--- config.mk ---
export PLATFORM = sky130hd
export DESIGN_NAME = irq_two_line_agg
export DESIGN_NICKNAME = d
export VERILOG_FILES = /design/src/rtl/irq_agg_pkg.sv /design/src/rtl/irq_bus_fsm.sv /design/src/rtl/irq_flag_bank.sv /design/src/rtl/irq_cfg_regs.sv /design/src/rtl/irq_line_router.sv /design/src/rtl/irq_two_line_agg.sv
export SDC_FILE = /design/constraint.sdc
export NUM_CORES = 1
export LEC_CHECK = 0
export BUFFER_PORTS_ARGS = -buffer_cell sky130_fd_sc_hd__buf_2
export CAP_MARGIN = 20
export CORE_AREA = 5 5 118 131
export DETAILED_ROUTE_END_ITERATION = 8
export DIE_AREA = 0 0 123 136
export GPL_ROUTABILITY_DRIVEN = 0
export PLACE_DENSITY = 0.62
export SLEW_MARGIN = 5
export SYNTH_ARGS = -nofsm -noshare
export SYNTH_HDL_FRONTEND = slang
export SYNTH_SLANG_ARGS = --single-unit
--- constraint.sdc ---
create_clock -name clk -period 1.4 [get_ports clk]
set_input_delay 0.28 -clock clk [delete_from_list [all_inputs] [get_ports clk]]
set_output_delay 0.28 -clock clk [all_outputs]
set_load 0.005 [all_outputs]
--- src/rtl/irq_agg_pkg.sv ---
package irq_agg_pkg;
    localparam int REG_AW    = 2;
    localparam int NUM_LINES = 2;

    typedef enum logic [1:0] {
        BST_IDLE  = 2'd0,
        BST_RDATA = 2'd1,
        BST_WDONE = 2'd2
    } bus_state_t;

    typedef enum logic [REG_AW-1:0] {
        RA_FLAG    = 2'd0,
        RA_ENABLE  = 2'd1,
        RA_SELECT  = 2'd2,
        RA_LINE_EN = 2'd3
    } reg_addr_t;
endpackage

--- src/rtl/irq_bus_fsm.sv ---
module irq_bus_fsm
    import irq_agg_pkg::*;
(
    input  logic              clk,
    input  logic              rst_n,
    input  logic              req_i,
    input  logic              we_i,
    input  logic [REG_AW-1:0] addr_i,
    output logic              ready_o,
    output logic              rvalid_o,
    output logic              rd_stb_o,
    output logic              wr_flag_o,
    output logic              wr_en_o,
    output logic              wr_sel_o,
    output logic              wr_le_o
);
    bus_state_t state_q, state_d;
    reg_addr_t  ra;

    assign ra = reg_addr_t'(addr_i);

    // State register
    always_ff @(posedge clk) begin
        if (!rst_n) state_q <= BST_IDLE;
        else        state_q <= state_d;
    end

    // Next-state logic
    always_comb begin
        state_d = state_q;
        unique case (state_q)
            BST_IDLE:  if (req_i) state_d = we_i ? BST_WDONE : BST_RDATA;
            BST_RDATA: state_d = BST_IDLE;
            BST_WDONE: state_d = BST_IDLE;
            default:   state_d = BST_IDLE;
        endcase
    end

    // Outputs and access strobes
    always_comb begin
        ready_o   = 1'b0;
        rvalid_o  = 1'b0;
        rd_stb_o  = 1'b0;
        wr_flag_o = 1'b0;
        wr_en_o   = 1'b0;
        wr_sel_o  = 1'b0;
        wr_le_o   = 1'b0;
        unique case (state_q)
            BST_IDLE: begin
                ready_o  = 1'b1;
                rd_stb_o = req_i && !we_i;
                if (req_i && we_i) begin
                    unique case (ra)
                        RA_FLAG:    wr_flag_o = 1'b1;
                        RA_ENABLE:  wr_en_o   = 1'b1;
                        RA_SELECT:  wr_sel_o  = 1'b1;
                        RA_LINE_EN: wr_le_o   = 1'b1;
                        default:    ;
                    endcase
                end
            end
            BST_RDATA: rvalid_o = 1'b1;
            BST_WDONE: ;
            default:   ;
        endcase
    end
endmodule

--- src/rtl/irq_flag_bank.sv ---
module irq_flag_bank #(
    parameter int N_SRC = 32
) (
    input  logic             clk,
    input  logic             rst_n,
    input  logic [N_SRC-1:0] evt_i,
    input  logic             clr_stb_i,
    input  logic [N_SRC-1:0] clr_mask_i,
    output logic [N_SRC-1:0] flag_o
);
    for (genvar b = 0; b < N_SRC; b++) begin : g_flag
        logic f_q;
        always_ff @(posedge clk) begin
            if (!rst_n)                          f_q <= 1'b0;
            else if (evt_i[b])                   f_q <= 1'b1;  // set beats clear
            else if (clr_stb_i && clr_mask_i[b]) f_q <= 1'b0;
        end
        assign flag_o[b] = f_q;
    end
endmodule

--- src/rtl/irq_cfg_regs.sv ---
module irq_cfg_regs
    import irq_agg_pkg::*;
#(
    parameter int N_SRC = 32
) (
    input  logic                 clk,
    input  logic                 rst_n,
    input  logic                 wr_en_i,
    input  logic                 wr_sel_i,
    input  logic                 wr_le_i,
    input  logic [N_SRC-1:0]     wdata_i,
    output logic [N_SRC-1:0]     en_o,
    output logic [N_SRC-1:0]     sel_o,
    output logic [NUM_LINES-1:0] le_o
);
    always_ff @(posedge clk) begin
        if (!rst_n) begin
            en_o  <= '0;
            sel_o <= '0;
            le_o  <= '0;
        end else begin
            if (wr_en_i)  en_o  <= wdata_i;
            if (wr_sel_i) sel_o <= wdata_i;
            if (wr_le_i)  le_o  <= wdata_i[NUM_LINES-1:0];
        end
    end
endmodule

--- src/rtl/irq_line_router.sv ---
module irq_line_router
    import irq_agg_pkg::*;
#(
    parameter int N_SRC = 32
) (
    input  logic [N_SRC-1:0]     flag_i,
    input  logic [N_SRC-1:0]     en_i,
    input  logic [N_SRC-1:0]     sel_i,
    input  logic [NUM_LINES-1:0] le_i,
    output logic [NUM_LINES-1:0] irq_o
);
    logic [N_SRC-1:0] live;
    assign live = flag_i & en_i;

    for (genvar l = 0; l < NUM_LINES; l++) begin : g_line
        logic [N_SRC-1:0] routed;
        if (l == 0) begin : g_lo
            assign routed = live & ~sel_i;
        end else begin : g_hi
            assign routed = live & sel_i;
        end
        assign irq_o[l] = (|routed) & le_i[l];
    end
endmodule

--- src/rtl/irq_two_line_agg.sv ---
module irq_two_line_agg
    import irq_agg_pkg::*;
#(
    parameter int N_SRC = 32
) (
    input  logic                 clk,
    input  logic                 rst_n,
    input  logic [N_SRC-1:0]     evt_i,
    input  logic                 bus_req_i,
    input  logic                 bus_we_i,
    input  logic [REG_AW-1:0]    bus_addr_i,
    input  logic [N_SRC-1:0]     bus_wdata_i,
    output logic                 bus_ready_o,
    output logic                 bus_rvalid_o,
    output logic [N_SRC-1:0]     bus_rdata_o,
    output logic [NUM_LINES-1:0] irq_o
);
    localparam int PAD_W = N_SRC - NUM_LINES;

    logic rd_stb, wr_flag, wr_en, wr_sel, wr_le;
    logic [N_SRC-1:0]     flag_q, en_q, sel_q;
    logic [NUM_LINES-1:0] le_q;
    logic [N_SRC-1:0]     rdata_q;

    irq_bus_fsm u_fsm (
        .clk       (clk),
        .rst_n     (rst_n),
        .req_i     (bus_req_i),
        .we_i      (bus_we_i),
        .addr_i    (bus_addr_i),
        .ready_o   (bus_ready_o),
        .rvalid_o  (bus_rvalid_o),
        .rd_stb_o  (rd_stb),
        .wr_flag_o (wr_flag),
        .wr_en_o   (wr_en),
        .wr_sel_o  (wr_sel),
        .wr_le_o   (wr_le)
    );

    irq_flag_bank #(.N_SRC(N_SRC)) u_flags (
        .clk        (clk),
        .rst_n      (rst_n),
        .evt_i      (evt_i),
        .clr_stb_i  (wr_flag),
        .clr_mask_i (bus_wdata_i),
        .flag_o     (flag_q)
    );

    irq_cfg_regs #(.N_SRC(N_SRC)) u_cfg (
        .clk      (clk),
        .rst_n    (rst_n),
        .wr_en_i  (wr_en),
        .wr_sel_i (wr_sel),
        .wr_le_i  (wr_le),
        .wdata_i  (bus_wdata_i),
        .en_o     (en_q),
        .sel_o    (sel_q),
        .le_o     (le_q)
    );

    irq_line_router #(.N_SRC(N_SRC)) u_route (
        .flag_i (flag_q),
        .en_i   (en_q),
        .sel_i  (sel_q),
        .le_i   (le_q),
        .irq_o  (irq_o)
    );

    // Read data captured at the accepting edge
    always_ff @(posedge clk) begin
        if (!rst_n) begin
            rdata_q <= '0;
        end else if (rd_stb) begin
            unique case (reg_addr_t'(bus_addr_i))
                RA_FLAG:    rdata_q <= flag_q;
                RA_ENABLE:  rdata_q <= en_q;
                RA_SELECT:  rdata_q <= sel_q;
                RA_LINE_EN: rdata_q <= {{PAD_W{1'b0}}, le_q};
                default:    rdata_q <= '0;
            endcase
        end
    end
    assign bus_rdata_o = rdata_q;
endmodule

==> results.yml, run 1 <==
pwr:
  leakagePower_uw: 0.00429
  vdd.ir_drop.worst_mv: 0.894
  power_density_mw_per_mm2: 1020
logic_synthesis:
  ys_seq_elements: 132
  syn_area_mm2: 0.00615
  ys_seq_area_share_pct: 43.0
  synthesis.nets: 747
  post_synth_inst_count: 677
  yosys.area.top_type_share_pct: 43.0
  synth.top_cells.by_area: "sky130_fd_sc_hd__dfxtp_1 (43%), sky130_fd_sc_hd__nand2_1 (12%), sky130_fd_sc_hd__mux2i_1 (5.5%)"
  synthesis.area_per_instance_um2: 9.08
  post-synth-top-area-cell: "sky130_fd_sc_hd__dfxtp_1"
  yosysUniqueCellTypes: 31
  synthesis.yosys.warnings: 0
sta:
  rsz0062_at_grt: "true"
  fmax_ghz: 0.501
  worstMarginPinSlew_ns: 0.433
  worst_setup_slack_after_layout_ns: -0.596
  skew_ns: 0.00610
  drv_slew: 0
  fin_crit_ns: 2.00
  final_cycle_share_pct: 143
  final.hold.worst_slack_ns: 0.0548
  finalSetupViolCount: 124
  finalHoldViolations: 0
  final.setup.tns_ns: -12.15
  max-slew-margin-rel_pct: 71.0
setup_path:
  cp_max_fo: 3
  r2r_end: "u_cfg.sel_o[18]$_SDFFE_PN0P_"
  reg_to_reg_slack_setup_ns: -0.20
  crit_arrival_ns: 1.72
  setup.worst_path.end_class: "output port"
  worstSetupPathType: "reg -> out"
  r2r_start: "u_fsm.state_q[0]$_SDFFE_PN0P_"
  worstSetupStartpointType: "register"
  reg2regPathDepth: 6
  cp_data_required_time_ns: 1.12
final_layout:
  layout.core_utilization_pct: 69.6
  most_used_cells_in_the_layout_excluding_fill_and_tap_cells: "sky130_fd_sc_hd__buf_2 (104), sky130_fd_sc_hd__dfxtp_1 (101), sky130_fd_sc_hd__nand2_1 (79)"
  final_common_cell: "sky130_fd_sc_hd__buf_2"
  layout.filler_cells: 967
  finish.net_count: 943
  design_area_mm2: 0.00981
  area_growth_pct: 59.5
  layout-drive-gt1-share_pct: 58.0
  diodes: 0
  layout.cells.non_filler: 1078
route:
  postRouteAntennaNets: 0
  num_vias: 6306
  routed_via_density: 5.85
  drc: 0
  post_dr_wirelength_cell_um: 22.3
  dr.first_iter.drc_count: 547
  wl_um: 24000
  detail_route.first_pass.iterations: 6
min_path:
  worstHoldPathType: "in -> reg"
  whs_path_depth: 2
  timing.hold.worst.start: "evt_i[20]"
  holdPathEnd: "u_flags.g_flag[20].f_q$_SDFFE_PN0P_"
global_route:
  antenna_found_initial: 0
  first_global_vias: 6400
  grt_use_total_pct: 27.8
  grt_first_pass_wirelength_um: 35000
  overflow: 0
  grt_start_max_net_pins: 58
floorplanning:
  die_w_um: 123
  core_mm2: 0.0141
  std_cell_rows: 46
  die-area_mm2: 0.0167
  fp.dieH_um: 136
  floorplan.initialDensity_pct: 43.6
  num_io_pins: 106
place:
  place_hpwl_um: 13700
  postPlaceCellArea_mm2: 0.00743
  placedCellCount: 1015
  port_buffers: 105
clocking:
  cts.sink_count: 132
  ctsRootBufferMaster: "sky130_fd_sc_hd__clkbuf_16"
  cts_made_buffers: 17
  cts.reportedPaths.clkPinSlew_ns: 0.06
  max-clock-path-buffers: 2
  tritoncts_clock_tree: "yes"
  htreeDepth: 4
  clk_latency_ns: 0.42
flow_run:
  maxCapViolations: 0
outcome:
  status: "finished with violations"
  failing_checks: "negative setup slack"
what timing repair did:
action | in CTS | in global routing
hold buffers | 0 | 0
pin swaps | 83 | 127
gates resized for setup | 176 | 219
cloned | 16 | 3
setup endpoints to repair | 107 | 134
setup buffers | 18 | 5
routing by layer:
layer | vias up | wire length, µm | global-route usage, %
met5 | - | 0 | 0
met4 | 0 | 1480 | 14.2
met3 | 101 | 1740 | 5.29
met2 | 321 | 11900 | 47.2
met1 | 3062 | 8900 | 33.2
li1 | 2822 | - | -
synthesized netlist by cell type:
| cell | count |
|---|---|
| sky130_fd_sc_hd__dfxtp_1 | 132 |
| sky130_fd_sc_hd__nor2b_2 | 1 |
| sky130_fd_sc_hd__a21boi_2 | 30 |
| sky130_fd_sc_hd__nor3_4 | 1 |
| sky130_fd_sc_hd__buf_2 | 16 |
| sky130_fd_sc_hd__nor2_1 | 1 |
| sky130_fd_sc_hd__o22ai_1 | 16 |
| sky130_fd_sc_hd__inv_1 | 1 |
| sky130_fd_sc_hd__and4bb_2 | 1 |
| sky130_fd_sc_hd__nor4b_1 | 1 |
| sky130_fd_sc_hd__nand3_1 | 33 |
| sky130_fd_sc_hd__nand4bb_4 | 1 |
| sky130_fd_sc_hd__mux2i_1 | 34 |
| sky130_fd_sc_hd__buf_6 | 6 |
| sky130_fd_sc_hd__nor3b_4 | 1 |
| sky130_fd_sc_hd__o211a_1 | 30 |
| sky130_fd_sc_hd__a21boi_1 | 39 |
| sky130_fd_sc_hd__o21a_1 | 32 |
| sky130_fd_sc_hd__o211ai_1 | 30 |
| sky130_fd_sc_hd__and2_1 | 3 |
| sky130_fd_sc_hd__buf_1 | 3 |
| sky130_fd_sc_hd__nor4_1 | 6 |
| sky130_fd_sc_hd__nand3b_1 | 1 |
| sky130_fd_sc_hd__mux4_2 | 2 |
| sky130_fd_sc_hd__nand4_1 | 8 |
| sky130_fd_sc_hd__nand2_1 | 191 |
| sky130_fd_sc_hd__buf_4 | 9 |
| sky130_fd_sc_hd__a21boi_0 | 28 |
| sky130_fd_sc_hd__a41oi_1 | 1 |
| sky130_fd_sc_hd__clkbuf_1 | 14 |
| sky130_fd_sc_hd__nor2b_1 | 5 |
critical path, stage by stage (launching register included):
cell                       delay (ns)
sky130_fd_sc_hd__dfxtp_1         0.31
sky130_fd_sc_hd__buf_4           0.14
sky130_fd_sc_hd__nand3_2         0.07
sky130_fd_sc_hd__nand4_1         0.20
sky130_fd_sc_hd__nor4_2          0.25
sky130_fd_sc_hd__a21boi_1        0.16
sky130_fd_sc_hd__buf_2           0.16
stage by stage:
step / power (µW) / worst slack, ns
after global routing: 10300 / -0.659
after floorplan: 4620 / 0.124
after CTS: 9920 / -0.539
after global placement: 5080 / -0.157
final: 10000 / -0.596
after detailed placement: 5110 / -0.204
cell families (layout without fill, tap and decap cells):
family / Yosys count / count (layout) / synth area share, %
AOI/OAI and AO/OA: 206 / 206 / 27.9
buffers and inverters: 49 / 258 / 4.60
DFF: 132 / 132 / 43.0
muxes: 36 / 36 / 6.27
and+or+nand+nor: 254 / 254 / 18.3
worst max-delay path by stage:
| stage | from | endpoint | slack (ns) |
|---|---|---|---|
| floorplan | u_fsm.state_q[1]$_SDFFE_PN0P_ | bus_rdata_o[22]$_SDFFE_PN0P_ | 0.12 |
| global placement | u_flags.g_flag[22].f_q$_SDFFE_PN0P_ | irq_o[0] | -0.16 |
| detailed placement | u_flags.g_flag[22].f_q$_SDFFE_PN0P_ | irq_o[0] | -0.20 |
| CTS | u_flags.g_flag[17].f_q$_SDFFE_PN0P_ | irq_o[0] | -0.54 |
| global route | u_flags.g_flag[12].f_q$_SDFFE_PN0P_ | irq_o[1] | -0.66 |
| finish | u_flags.g_flag[12].f_q$_SDFFE_PN0P_ | irq_o[1] | -0.60 |
state kept, by name (all words and copies together), names as in the netlist:
register,count
u_flags.g_flag.f_q,32
bus_rdata_o,32
u_cfg.le_o,2
u_fsm.state_q,2
u_cfg.sel_o,32
u_cfg.en_o,32
final cells by class:
class	count	area (µm²)	area share, %
Sequential cell	132	2680	27.4
Multi-Input combinational cell	496	4280	43.7
Clock inverter	10	129	1.31
Inverter	1	3.75	0.0383
Timing Repair Buffer	225	2000	20.3
Tap cell	192	240	2.45
Clock buffer	22	474	4.83
power breakdown:
group	switching, µW	internal, µW	total [µW]	leakage [µW]
registers	157	3930	4090	0.00109
clock network	1650	2920	4570	0.000303
logic	669	708	1380	0.00290
total	2480	7560	10000	0.00429
Power figures use the tool's default switching activity.
==> inputs of run 2 (changes only) <==
--- a/config.mk
+++ b/config.mk
@@ -5,13 +5,13 @@
 export SDC_FILE = /design/constraint.sdc
 export NUM_CORES = 1
 export LEC_CHECK = 0
-export BUFFER_PORTS_ARGS = -buffer_cell sky130_fd_sc_hd__buf_2
 export CAP_MARGIN = 20
 export CORE_AREA = 5 5 118 131
 export DETAILED_ROUTE_END_ITERATION = 8
 export DIE_AREA = 0 0 123 136
+export DONT_BUFFER_PORTS = 1
 export GPL_ROUTABILITY_DRIVEN = 0
-export PLACE_DENSITY = 0.62
+export PLACE_DENSITY = 0.56
 export SLEW_MARGIN = 5
 export SYNTH_ARGS = -nofsm -noshare
 export SYNTH_HDL_FRONTEND = slang
==> run 2 against run 1 <==
Against the previous run: the run still ends with negative setup slack left; sequential power is essentially flat; worst hold slack worse by 0.051 ns; clock power grew 6.6%; die area stayed put; final area decreased by 2.1%; register-to-register slack about the same; cell count down 3.7%; critical path type unchanged; critical endpoint unchanged.
==> results.yml, run 2 (same netlist as run 1, synthesis figures left out) <==
pwr:
  power_density_mw_per_mm2: 1060
  sequential_share_of_power_pct: 40.3
  leakagePower_uw: 0.00398
  vdd.ir_drop.worst_mv: 0.772
  p_int_uw: 7760
  p_clk_share_pct: 48.0
  switching_share_pct: 23.5
  netSwitchingPower_uw: 2390
  comb_power_share_pct: 11.8
floorplanning:
  std_cell_rows: 46
  fp.dieH_um: 136
  core_mm2: 0.0141
  floorplan.initialDensity_pct: 43.6
  die-area_mm2: 0.0167
  num_io_pins: 106
  die_w_um: 123
sta:
  fin_crit_ns: 1.85
  final_cycle_share_pct: 132
  finalSetupViolCount: 118
  worstMarginPinSlew_ns: 0.920
  finalHoldViolations: 0
  max-slew-margin-rel_pct: 38.4
  skew_ns: 0.0103
  final.setup.tns_ns: -10.75
  drv_slew: 0
  fmax_ghz: 0.541
  worst_setup_slack_after_layout_ns: -0.449
  rsz0062_at_grt: "true"
clocking:
  tritoncts_clock_tree: "yes"
  htreeDepth: 4
  clk_latency_ns: 0.43
  cts.sink_count: 132
  cts.reportedPaths.clkPinSlew_ns: 0.06
  max-clock-path-buffers: 2
  cts_made_buffers: 17
  ctsRootBufferMaster: "sky130_fd_sc_hd__clkbuf_16"
global_route:
  grt_first_pass_wirelength_um: 33600
  first_global_vias: 6060
  met3_track_utilization_from_global_routing_pct: 6.45
  grt_start_max_net_pins: 84
  global_route.peak_usage_layer: "met2"
  grt_use_total_pct: 26.7
  gr-usage-met1_pct: 32.3
  met2_layer_usage_reported_by_global_route_pct: 45.9
  overflow: 0
  antenna_found_initial: 0
outcome:
  status: "finished with violations"
  failing_checks: "negative setup slack"
final_layout:
  area_growth_pct: 56.2
  layout.cells.non_filler: 1038
  final_common_cell: "sky130_fd_sc_hd__nand2_1"
  diodes: 0
  finish.net_count: 903
  most_used_cells_in_the_layout_excluding_fill_and_tap_cells: "sky130_fd_sc_hd__nand2_1 (120), sky130_fd_sc_hd__dfxtp_1 (113), sky130_fd_sc_hd__a21boi_2 (75)"
  layout.core_utilization_pct: 68.1
  layout-drive-gt1-share_pct: 41.3
min_path:
  worstHoldPathType: "in -> reg"
  whs_path_depth: 1
route:
  wl_um: 23100
  drc: 0
  routed_via_density: 5.74
  detail_route.first_pass.iterations: 5
  num_vias: 5958
  postRouteAntennaNets: 0
  dr.first_iter.drc_count: 352
  post_dr_wirelength_cell_um: 22.3
setup_path:
  setup.worst_path.end_class: "output port"
  crit_arrival_ns: 1.57
  reg2regPathDepth: 8
  cp_data_required_time_ns: 1.12
  worstSetupPathType: "reg -> out"
  cp_max_fo: 4
  reg_to_reg_slack_setup_ns: -0.19
  worstSetupStartpointType: "register"
place:
  port_buffers: 0
  place_hpwl_um: 12600
  placedCellCount: 894
flow_run:
  maxCapViolations: 0
[run 2: final cells by class]
class / count / area [µm²]
clock buffers: 17 / 425
clock inverters: 15 / 213
fillers: 1027 / 4500
inverters: 1 / 3.75
multi-input cells: 496 / 3960
flip-flops and latches: 132 / 2670
well taps: 192 / 240
repair buffers: 185 / 2090
[run 2: worst paths after layout]
kind	from	to
hold / removal	rst_n	u_cfg.en_o[29]$_SDFFE_PN0P_
setup / recovery	u_cfg.sel_o[8]$_SDFFE_PN0P_	irq_o[1]
hold reg to reg	u_cfg.en_o[1]$_SDFFE_PN0P_	u_cfg.en_o[1]$_SDFFE_PN0P_
setup reg to reg	u_fsm.state_q[1]$_SDFFE_PN0P_	u_cfg.en_o[8]$_SDFFE_PN0P_
[run 2: metal layers]
metal / up-vias / share of wire [%] / routed length [µm]
met1: 2938 / 40 / 9280
li1: 2732 / - / -
met2: 239 / 50 / 11500
met5: - / 0 / 0
met4: 0 / 3.3 / 752
met3: 49 / 6.8 / 1580
[run 2: what timing repair did]
| action | CTS | global route |
|---|---|---|
| pin swaps | 61 | 84 |
| hold endpoints to repair | 109 | 2 |
| buffers inserted | 27 | 14 |
| setup endpoints to repair | 100 | 135 |
| hold buffers | 66 | 3 |
| resized for setup | 149 | 142 |
| cloned | 13 | 4 |
[run 2: critical path: stages, from the launching register on]
cell and delay, ns:
sky130_fd_sc_hd__dfxtp_1 0.36, sky130_fd_sc_hd__nand3_1 0.13, sky130_fd_sc_hd__nand4_1 0.13, sky130_fd_sc_hd__nor4_2 0.28
sky130_fd_sc_hd__a21boi_1 0.09, sky130_fd_sc_hd__buf_4 0.15
[run 2: through the flow]
step | hold WS (ns) | instance area, µm² | setup slack, ns | total power [µW]
final | 0.00341 | 9600 | -0.449 | 10200
after global routing | 0.00290 | 9600 | -0.539 | 10400
after CTS | 0.00125 | 9120 | -0.443 | 10100
after detailed placement | 0.407 | 6800 | -0.107 | 4780
after global placement | 0.404 | 6800 | -0.0842 | 4760
after floorplan | 0.404 | 6150 | 0.124 | 4620
[run 2: power by group through the flow]
stage	registers [µW]	clock network, µW	logic, µW
5_1_grt	4100	5060	1270
3_3_place_gp	4150	0	613
3_5_place_dp	4160	0	624
6_report	4090	4870	1200
4_1_cts	4080	4890	1080
2_1_floorplan	4110	0	509
